===== config.mk =====
export PLATFORM = sky130hd
export DESIGN_NAME = rst_align_release
export DESIGN_NICKNAME = d
export VERILOG_FILES = /design/src/rtl/rar_pkg.sv /design/src/rtl/rar_sync.sv /design/src/rtl/rar_phase_ctr.sv /design/src/rtl/rar_launch.sv /design/src/rtl/rst_align_release.sv
export SDC_FILE = /design/constraint.sdc
export NUM_CORES = 1
export LEC_CHECK = 0
export BUFFER_PORTS_ARGS = -buffer_cell sky130_fd_sc_hd__buf_4
export CORE_AREA = 2 2 39 41
export CTS_BUF_LIST = sky130_fd_sc_hd__clkbuf_2 sky130_fd_sc_hd__clkbuf_4 sky130_fd_sc_hd__clkbuf_8
export CTS_CLUSTER_SIZE = 20
export DETAILED_ROUTE_END_ITERATION = 10
export DIE_AREA = 0 0 41 43
export GPL_ROUTABILITY_DRIVEN = 0
export GPL_TIMING_DRIVEN = 0
export MAX_ROUTING_LAYER = met4
export PLACE_DENSITY = 0.67
export SETUP_SLACK_MARGIN = 0.05
export SYNTH_ARGS = -nofsm -noshare
export SYNTH_HDL_FRONTEND = slang
export SYNTH_SLANG_ARGS = --single-unit

===== constraint.sdc =====
create_clock -name clk_fast -period 4.7 [get_ports clk_fast]
set_input_delay 0.47 -clock clk_fast [delete_from_list [all_inputs] [get_ports clk_fast]]
set_output_delay 0.47 -clock clk_fast [all_outputs]
set_load 0.005 [all_outputs]

===== src/rtl/rar_pkg.sv =====
package rar_pkg;

  // Clamp a requested ratio into the supported range 2..maxr.
  function automatic int unsigned clamp_ratio(input int unsigned req,
                                              input int unsigned maxr);
    if (req < 2) return 2;
    if (req > maxr) return maxr;
    return req;
  endfunction

  // Index of the fast edge after the current one, within a period of n.
  function automatic int unsigned next_index(input int unsigned cur,
                                             input int unsigned n);
    return (cur + 1 >= n) ? 0 : cur + 1;
  endfunction

  // Counter value one edge before the launch edge (index n-1).
  function automatic int unsigned pre_launch_index(input int unsigned n);
    return n - 2;
  endfunction

endpackage


===== src/rtl/rar_sync.sv =====
module rar_sync #(
  parameter int unsigned STAGES = 2
) (
  input  logic clk,
  input  logic rst_n,
  output logic released
);
  logic [STAGES-1:0] chain_q;

  always_ff @(posedge clk or negedge rst_n) begin
    if (!rst_n) chain_q <= '0;
    else        chain_q <= {chain_q[STAGES-2:0], 1'b1};
  end

  assign released = chain_q[STAGES-1];
endmodule


===== src/rtl/rar_phase_ctr.sv =====
module rar_phase_ctr
  import rar_pkg::*;
#(
  parameter int unsigned MAX_RATIO = 8,
  localparam int unsigned CW = $clog2(MAX_RATIO + 1)
) (
  input  logic          clk,
  input  logic          rst_n,
  input  logic          phase_strobe,
  input  logic [CW-1:0] ratio,
  output logic          aligned,
  output logic          launch_slot
);
  logic [CW-1:0] eff_n;
  logic [CW-1:0] cnt_q;
  logic [CW-1:0] cnt_d;
  logic          aligned_q;

  assign eff_n = CW'(clamp_ratio(32'(ratio), MAX_RATIO));

  always_comb begin
    if (phase_strobe) cnt_d = '0;
    else              cnt_d = CW'(next_index(32'(cnt_q), 32'(eff_n)));
  end

  always_ff @(posedge clk or negedge rst_n) begin
    if (!rst_n) begin
      cnt_q     <= '0;
      aligned_q <= 1'b0;
    end else begin
      cnt_q <= cnt_d;
      if (phase_strobe) aligned_q <= 1'b1;
    end
  end

  assign aligned     = aligned_q;
  assign launch_slot = aligned_q && !phase_strobe &&
                       (32'(cnt_q) == pre_launch_index(32'(eff_n)));

  AST_CNT_RANGE: assert property (@(posedge clk) disable iff (!rst_n)
    (eff_n >= CW'(2)) && (32'(eff_n) <= MAX_RATIO) && (cnt_q < eff_n));

  AST_REALIGN: assert property (@(posedge clk) disable iff (!rst_n)
    phase_strobe |=> (cnt_q == '0) && aligned_q);

  AST_SLOT_PRECEDES_LAST: assert property (@(posedge clk) disable iff (!rst_n)
    launch_slot |=> (cnt_q == eff_n - CW'(1)));
endmodule


===== src/rtl/rar_launch.sv =====
module rar_launch (
  input  logic clk,
  input  logic rst_n,
  input  logic req_synced,
  input  logic launch_slot,
  output logic out_n
);
  logic out_q;

  always_ff @(posedge clk or negedge rst_n) begin
    if (!rst_n)                        out_q <= 1'b0;
    else if (req_synced && launch_slot) out_q <= 1'b1;
  end

  assign out_n = out_q;

  AST_STICKY: assert property (@(posedge clk) disable iff (!rst_n)
    out_q |=> out_q);
endmodule


===== src/rtl/rst_align_release.sv =====
module rst_align_release #(
  parameter int unsigned MAX_RATIO   = 8,
  parameter int unsigned SYNC_STAGES = 2,
  localparam int unsigned CW = $clog2(MAX_RATIO + 1)
) (
  input  logic          clk_fast,
  input  logic          phase_strobe,
  input  logic          rst_req_n,
  input  logic [CW-1:0] ratio,
  output logic          rst_out_n
);
  logic req_synced;
  logic aligned;
  logic launch_slot;

  rar_sync #(.STAGES(SYNC_STAGES)) u_sync (
    .clk      (clk_fast),
    .rst_n    (rst_req_n),
    .released (req_synced)
  );

  rar_phase_ctr #(.MAX_RATIO(MAX_RATIO)) u_phase (
    .clk          (clk_fast),
    .rst_n        (rst_req_n),
    .phase_strobe (phase_strobe),
    .ratio        (ratio),
    .aligned      (aligned),
    .launch_slot  (launch_slot)
  );

  rar_launch u_launch (
    .clk         (clk_fast),
    .rst_n       (rst_req_n),
    .req_synced  (req_synced),
    .launch_slot (launch_slot),
    .out_n       (rst_out_n)
  );

  AST_LOW_IN_RESET: assert property (@(posedge clk_fast)
    !rst_req_n |-> !rst_out_n);

  AST_RISE_ON_SLOT: assert property (@(posedge clk_fast) disable iff (!rst_req_n)
    $rose(rst_out_n) |-> $past(launch_slot));

  AST_RISE_AFTER_SYNC: assert property (@(posedge clk_fast) disable iff (!rst_req_n)
    $rose(rst_out_n) |-> $past(req_synced));

  AST_RISE_ALIGNED: assert property (@(posedge clk_fast) disable iff (!rst_req_n)
    $rose(rst_out_n) |-> $past(aligned));
endmodule


==> qor.csv, run 1 <==
metric;value;unit
fin_area;589.3;um2
drive_gt1_share;25.45;%
crit_path_max_fanout;4;
end_kind;register;
skew;1.511;ps
antenna_left;0;
required;4840;ps
synth_cells;45;
clkSinkCount;8;
max_slew_margin;63.04;%
vias;352;
rsz0062_at_grt;false;
synth.distinct_cells;21;
boundaryPins;8;
grt_pass1_vias;327;
ys_ff_latch;8;
yosys.area.top_type;dfrtp_1;
numCtsBuffers;3;
synthTopCellsByArea;dfrtp_1 (41%), ha_1 (15%), xor2_1 (5.3%), xnor3_1 (4.6%), inv_1 (3.8%);
worstMarginPinSlew;540.4;ps
layout_setup_ws;2982;ps
synth_top_cell_area_share;40.51;%
ys.flop_type;dfrtp_1;
core.rowCount;14;
ys_seq_area_share;40.51;%
hold_viol_final;0;
drv_slew;0;
netlist_area;494.2;um2
die_area;1763;um2
cp.arrival;1860;ps
dp.cells;68;
synth_common_cells;dfrtp_1 (8), ha_1 (6), inv_1 (5);
max_freq;582.0;MHz
portBuffers;7;
start_util;35.71;%
peakVddDrop;0.1575;mV
via_per_inst;4.958;
setup_viol;0;
area_growth;19.24;%
core-area;1384;um2
dpl.hpwl;694;um
cts_resized;0;
firstDrtPassIters;1;
cts_tree;done;
post_cts_buffers;0;
startpoint_type;register;
cts-root-buf;clkbuf_4;
antenna_found_initial;0;
min_period_over_period;36.56;%
fin_cells;71;
syn-num-nets;58;
syn_avg_cell_area;10.98;um2
grt_remaining_overflow;0;
hp-class;primary input to async pin;
max-clock-path-buffers;2;
wl_per_cell;11.21;um
grt_pass1_wl;1262;um
insertion_delay;240;ps
holdBufCountCts;0;
grt_max_degree;9;
drt-initial-drc-count;0;
post-synth-top-count-cell;dfrtp_1;
max_cap_violations;0;
status;finished, final reports clean;
die_height;43;um
route.detailed.drc;0;
htree_levels;1;
grt_usage;11.11;%
placed_area;566.8;um2
power_density;318.4;nW/um2
drt_wl_total;796;um
async_flop_share;100.0;%
synth_warnings;0;
min_period;1718;ps
dieWidth;41;um
worst-setup-path-type;register to register;
fin_util;42.59;%
dp_slack;2781;ps
num_antenna_cells;0;
nets;70;
synth-edff-count;0;
fin_tns_setup;0;ps
leakagePower;0.3046;nW
clkTransAtPathRegs;50;ps
==> registers in the layout, summed over array words and instances, names as in the netlist <==
name             cells
u_phase.aligned      1
u_launch.out_n       1
u_sync.chain_q       2
u_phase.cnt_q        4
==> through the flow <==
stage	total power (W)	hold WS, ps
2_1_floorplan	0.0001246	174.4
3_3_place_gp	0.0001400	287.7
3_5_place_dp	0.0001425	288.8
4_1_cts	0.0001908	28.92
5_1_grt	0.0002018	31.99
6_report	0.0001876	35.22
==> worst max-delay path, stage by stage, from the launching register on <==
cell and delay [ps]:
dfrtp_1 420, nand3_1 110, xor2_1 210, inv_1 70, ha_1 200, a311oi_2 290
inv_1 100, a211oi_1 220
==> layer usage <==
metal	global-route usage [%]	vias to the layer above	wire length, um
li1	-	182	-
met1	13.65	164	387
met2	16.88	6	376
met3	3.141	0	32
met4	4.000	0	0
met5	-	-	0
==> logic make-up (layout without fill, tap and decap cells) <==
group,after synthesis,count (layout),synth area share (%)
buffers and inverters,5,15,3.798
AOI/OAI and AO/OA,12,12,21.77
adders and majority gates,6,6,15.19
and+or+nand+nor,9,9,8.102
other,1,1,0.7588
DFF,8,8,40.51
xor gates and xnor gates,4,4,9.874
==> cells in the final DEF, fill, tap and decap left out, types with 2 or more instances in the layout <==
cell,instances
xor2_1,3
ha_1,6
a211oi_1,2
buf_4,7
inv_1,5
clkbuf_4,3
dfrtp_1,8
a21oi_1,2
nand2_1,3
nor2_1,3
==> report_power, final <==
part	switching, W	internal (W)
logic	0.0000294	0.0000273
registers	0.00000777	0.0000757
clock network	0.0000185	0.0000289
total	0.0000557	0.000132
==> worst paths after layout <==
| kind | to | cells after the start | slack [ps] | from |
|---|---|---|---|---|
| hold reg to reg | u_sync.chain_q[1]$_DFF_PN0_ | 0 | 350 | u_sync.chain_q[0]$_DFF_PN0_ |
| hold / removal | u_phase.aligned$_DFFE_PN0P_ | 1 | 40 | rst_req_n |
| setup reg to reg | u_phase.cnt_q[0]$_DFF_PN0_ | 7 | 2980 | u_phase.cnt_q[0]$_DFF_PN0_ |
| max in group asynchronous | u_phase.cnt_q[3]$_DFF_PN0_ | 1 | 4540 | rst_req_n |
| min in group clk_fast | u_sync.chain_q[1]$_DFF_PN0_ | 0 | 350 | u_sync.chain_q[0]$_DFF_PN0_ |
| setup / recovery | u_phase.cnt_q[0]$_DFF_PN0_ | 7 | 2980 | u_phase.cnt_q[0]$_DFF_PN0_ |
==> layout make-up <==
type | count | area [um2]
Fill cell | 140 | 794.5
Multi-Input combinational cell | 32 | 275.3
Sequential cell | 8 | 200.2
Timing Repair Buffer | 7 | 52.55
Clock buffer | 3 | 22.52
Tap cell | 16 | 20.02
Inverter | 5 | 18.77
No activity file was read; power rests on OpenSTA's default activity.
==> run 2, diff against run 1 <==
--- a/config.mk
+++ b/config.mk
@@ -14,7 +14,7 @@
 export GPL_ROUTABILITY_DRIVEN = 0
 export GPL_TIMING_DRIVEN = 0
 export MAX_ROUTING_LAYER = met4
-export PLACE_DENSITY = 0.67
+export PLACE_DENSITY = 0.69
 export SETUP_SLACK_MARGIN = 0.05
 export SYNTH_ARGS = -nofsm -noshare
 export SYNTH_HDL_FRONTEND = slang
==> constraint.sdc (replaced) <==
create_clock -name clk_fast -period 1.5 [get_ports clk_fast]
set_input_delay 0.15 -clock clk_fast [delete_from_list [all_inputs] [get_ports clk_fast]]
set_output_delay 0.15 -clock clk_fast [all_outputs]
set_load 0.005 [all_outputs]
==> qor.csv, run 2 (synthesized netlist as in run 1, its figures left out) <==
metric;value;unit
hp-class;primary input to register;
clkSinkCount;8;
worstMarginPinSlew;505.4;ps
violations;negative setup slack;
clkTransAtPathRegs;60;ps
rsz0062_at_grt;true;
insertion_delay;250;ps
dpl.hpwl;808.9;um
worst_path_largest_cell_delay;450;ps
cpMostUsedCell;ha_4;
hold-path-endpoint;u_phase.aligned$_DFFE_PN0P_;
max_slew_margin;65.44;%
crit_chain;ha_4 -> xor2_2 -> ha_4 -> a211o_1 -> a211oi_2;
drive_gt1_share;54.84;%
max_cap_violations;0;
core-area;1384;um2
hold_viol_final;0;
numCtsBuffers;3;
dp.cells;68;
fin_cells;78;
firstDrtPassIters;2;
grt_max_degree;9;
drt_wl_total;1215;um
largest_reg_flops;4;
num_antenna_cells;0;
nets;77;
min_period_over_period;109.2;%
core.rowCount;14;
grt_usage;15.38;%
route.detailed.drc;0;
area_growth;49.11;%
fin_hold_ws;159.2;ps
worst-setup-path-type;register to register;
slowest_stage;dfrtp_2;
mostFrequentLayoutCell;buf_4;
portBuffers;7;
rr_worst_depth;5;
peakVddDrop;0.6542;mV
grt_pass1_vias;387;
cp.arrival;1800;ps
end_kind;register;
top_regs;u_phase.cnt_q x4, u_sync.chain_q x2;
startpoint_type;register;
drv_slew;0;
rrSetupSlack;-140;ps
die_area;1763;um2
leakagePower;0.3380;nW
min_period;1639;ps
drt-initial-drc-count;4;
grt_remaining_overflow;0;
power_density;1006;nW/um2
vias;404;
r2r_end;u_phase.cnt_q[3]$_DFF_PN0_;
crit_path_max_fanout;4;
layout_common_cells;buf_4 (13), dfrtp_1 (5), inv_1 (4);
antenna_left;0;
skew;7.555;ps
max-clock-path-buffers;2;
max_freq;610.3;MHz
status;complete, but fails checks;
grt_pass1_wl;1697;um
timing.rr.start;u_phase.cnt_q[0]$_DFF_PN0_;
via_per_inst;5.179;
worstHoldStart;phase_strobe;
top_register;u_phase.cnt_q;
wl_per_cell;15.58;um
setup_viol;4;
layout_setup_ws;-138.5;ps
boundaryPins;8;
required;1660;ps
cts-root-buf;clkbuf_4;
htree_levels;1;
dieWidth;41;um
die_height;43;um
holdPathStages;2;
antenna_found_initial;0;
start_util;35.71;%
cts_tree;done;
==> run 2: worst max-delay path by stage <==
| stage | start | end | slack (ps) |
|---|---|---|---|
| after floorplan | u_phase.cnt_q[0]$_DFF_PN0_ | u_phase.cnt_q[0]$_DFF_PN0_ | -20 |
| after global placement | u_phase.cnt_q[0]$_DFF_PN0_ | u_phase.cnt_q[0]$_DFF_PN0_ | -200 |
| after detailed placement | u_phase.cnt_q[0]$_DFF_PN0_ | u_phase.cnt_q[0]$_DFF_PN0_ | -220 |
| after CTS | u_phase.cnt_q[1]$_DFF_PN0_ | u_phase.cnt_q[0]$_DFF_PN0_ | -120 |
| after global routing | u_phase.cnt_q[0]$_DFF_PN0_ | u_phase.cnt_q[2]$_DFF_PN0_ | -200 |
| final | u_phase.cnt_q[0]$_DFF_PN0_ | u_phase.cnt_q[3]$_DFF_PN0_ | -140 |
==> run 2: layout make-up <==
type / count / area (um2)
multi-input combinational: 32 / 364.1
clock buffer: 3 / 22.52
timing repair buffer: 14 / 107.6
tap: 16 / 20.02
inverter: 5 / 18.77
sequential: 8 / 203.9
fill: 118 / 646.9
==> run 2: report_power, final <==
group	internal (W)	switching, W
registers	0.000240	0.0000292
clock network	0.0000918	0.0000762
logic	0.000162	0.000142
total	0.000494	0.000247
==> run 2: critical path: cells and delay by family (launching register included) <==
kind / cells / cell delay [ps]
AO/OA/AOI/OAI: 2 / 560
XOR/XNOR: 1 / 190
adder cells (fa/ha/maj): 2 / 350
flip-flops: 1 / 450
==> run 2: per-layer routing <==
layer,global-route usage [%],up-vias,part of all wire (%)
li1,-,194,-
met1,14.95,191,41
met2,23.13,13,52
met3,6.283,6,4.4
met4,11.33,0,2.8
met5,-,-,0
==> run 2: per-stage QoR <==
stage	area, um2	setup TNS, ps	worst slack, ps	utilization (%)	total power, W
after floorplan	521.8	-34.26	-17.28	-	0.0004257
after detailed placement	594.3	-507.8	-217.6	42.95	0.0004908
final	737.0	-398.4	-138.5	53.25	0.0007415
after global placement	594.3	-524.9	-198.0	42.95	0.0004777
after global routing	737.0	-715.9	-196.6	53.25	0.0007870
after CTS	689.4	-326.8	-124.2	49.82	0.0007167
==> run 2: repair_timing <==
item,in CTS,in global routing
pin swaps,9,5
setup endpoints to repair,4,5
endpoints found under the hold margin,8,0
resized for setup,6,8
hold buffers,1,0
gates cloned,0,0
buffers inserted,5,1
==> run 3, diff against run 2 <==
--- a/config.mk
+++ b/config.mk
@@ -5,16 +5,16 @@
 export SDC_FILE = /design/constraint.sdc
 export NUM_CORES = 1
 export LEC_CHECK = 0
-export BUFFER_PORTS_ARGS = -buffer_cell sky130_fd_sc_hd__buf_4
 export CORE_AREA = 2 2 39 41
 export CTS_BUF_LIST = sky130_fd_sc_hd__clkbuf_2 sky130_fd_sc_hd__clkbuf_4 sky130_fd_sc_hd__clkbuf_8
 export CTS_CLUSTER_SIZE = 20
 export DETAILED_ROUTE_END_ITERATION = 10
 export DIE_AREA = 0 0 41 43
+export DONT_BUFFER_PORTS = 1
 export GPL_ROUTABILITY_DRIVEN = 0
 export GPL_TIMING_DRIVEN = 0
 export MAX_ROUTING_LAYER = met4
-export PLACE_DENSITY = 0.69
+export PLACE_DENSITY = 0.64
 export SETUP_SLACK_MARGIN = 0.05
 export SYNTH_ARGS = -nofsm -noshare
 export SYNTH_HDL_FRONTEND = slang
==> qor.csv, run 3 (synthesized netlist as in run 1, its figures left out) <==
metric;value;unit
drt-initial-drc-count;2;
required;1650;ps
max-clock-path-buffers;2;
antenna_found_initial;0;
max_freq;618.8;MHz
busiest_layer;met2;
nets;70;
switching_share;31.90;%
route.detailed.drc;0;
worstPathBufferInverterCount;0;
skew;1.535;ps
grt_usage;14.09;%
hp-class;primary input to register;
register_area;203.9;um2
drive_gt1_share;52.73;%
via_per_inst;5.127;
vias;364;
die_area;1763;um2
wl_per_cell;14.17;um
numCtsBuffers;3;
worst_path_largest_cell_delay;440;ps
dieWidth;41;um
num_antenna_cells;0;
cts-root-buf;clkbuf_4;
use_met2;21.56;%
cts_tree;done;
firstDrtPassIters;2;
grtUsageMet3;4.712;%
drv_slew;0;
htree_levels;1;
comb_power_share;42.3;%
grt_remaining_overflow;0;
multi_input_area;361.6;um2
grt_pass1_wl;1559;um
fin_hold_ws;21.48;ps
clkTransAtPathRegs;50;ps
mostFrequentLayoutCell;buf_4;
fin_util;49.28;%
dp_slack;-214.3;ps
cp.arrival;1760;ps
min_period_over_period;107.7;%
clkSinkCount;8;
startpoint_type;register;
min_period;1616;ps
slowest_stage;dfrtp_2;
drt_wl_total;1006;um
critPathTopFamily;compound AO/OA/AOI/OAI gates;
grt_max_degree;9;
layout_setup_ws;-116.1;ps
largest_reg_flops;4;
start_util;35.71;%
fill_cells;130;
antenna_left;0;
rsz0062_at_grt;true;
crit_path_max_fanout;4;
end_kind;register;
top_register;u_phase.cnt_q;
worst-setup-path-type;register to register;
portBuffers;0;
peakVddDrop;0.7040;mV
power_density;1074;nW/um2
grt_util_met1;16.12;%
worstMarginPinSlew;531.5;ps
dpl.hpwl;698.9;um
boundaryPins;8;
grt_pass1_vias;371;
status;complete, but fails checks;
setup_viol;4;
p_int;0.0004988;W
max_cap_violations;0;
max_slew_margin;63.65;%
insertion_delay;240;ps
seqPwrFrac;36.9;%
top_regs;u_phase.cnt_q x4, u_sync.chain_q x2;
area_growth;37.97;%
violations;negative setup slack;
leakagePower;0.3013;nW
layout_common_cells;buf_4 (6), dfrtp_1 (5), inv_1 (4);
p_switching;0.0002337;W
die_height;43;um
core.rowCount;14;
core-area;1384;um2
hold_viol_final;0;
crit_chain;ha_4 -> xor2_2 -> ha_1 -> o21a_2 -> a211oi_2;
clock_power_share;20.8;%
run 3: repair_timing:
| item | 4_1_cts | 5_1_grt |
|---|---|---|
| pin swaps | 7 | 4 |
| endpoints found under the hold margin | 8 | 0 |
| setup buffers | 5 | 1 |
| hold buffers | 1 | 0 |
| setup endpoints to repair | 4 | 4 |
| resized for setup | 11 | 3 |
run 3: cell type report:
type / count / area share, %
well taps: 16 / 2.936
repair buffers: 7 / 8.073
multi-input cells: 32 / 53.03
flip-flops and latches: 8 / 29.91
clock buffers: 3 / 3.303
inverters: 5 / 2.752
run 3: metrics by stage:
step	TNS, ps	std cells	cell area, um2	power, W
after global routing	-631.0	71	681.9	0.0007850
after global placement	-556.0	61	541.8	0.0004643
after detailed placement	-639.9	61	541.8	0.0004694
after floorplan	-34.26	45	521.8	0.0004257
final	-304.0	71	681.9	0.0007325
after CTS	-420.7	70	655.6	0.0007282
run 3: path summary, 6_finish.rpt:
check                                       startpoint                           to  slack [ps]  cells past startpoint
max in group asynchronous                    rst_req_n   u_phase.cnt_q[0]$_DFF_PN0_         970                      1
min in group asynchronous                    rst_req_n  u_phase.aligned$_DFFE_PN0P_         250                      1
setup reg to reg            u_phase.cnt_q[0]$_DFF_PN0_   u_phase.cnt_q[3]$_DFF_PN0_        -120                      5
hold / removal                            phase_strobe  u_phase.aligned$_DFFE_PN0P_          20                      1
setup / recovery            u_phase.cnt_q[0]$_DFF_PN0_   u_phase.cnt_q[3]$_DFF_PN0_        -120                      5
hold reg to reg            u_sync.chain_q[0]$_DFF_PN0_  u_sync.chain_q[1]$_DFF_PN0_         350                      0
run 3: layer usage:
metal	share of wire, %	routed length, um
met5	0	0
met4	1.2	12
met3	4.3	43
met2	53	535
met1	41	414
run 3: worst reg2reg max path, stage by stage (launching register included):
cell and delay, ps:
dfrtp_2 440, ha_4 180, xor2_2 150, ha_1 270, o21a_2 240, a211oi_2 250
run 3: power groups by stage:
| stage | clock [W] | combinational [W] | sequential, W |
|---|---|---|---|
| after detailed placement | 0 | 0.000196 | 0.000273 |
| after CTS | 0.000162 | 0.000297 | 0.000269 |
| after floorplan | 0 | 0.000161 | 0.000264 |
| after global routing | 0.000174 | 0.000340 | 0.000272 |
| final | 0.000152 | 0.000310 | 0.000270 |
| after global placement | 0 | 0.000192 | 0.000273 |
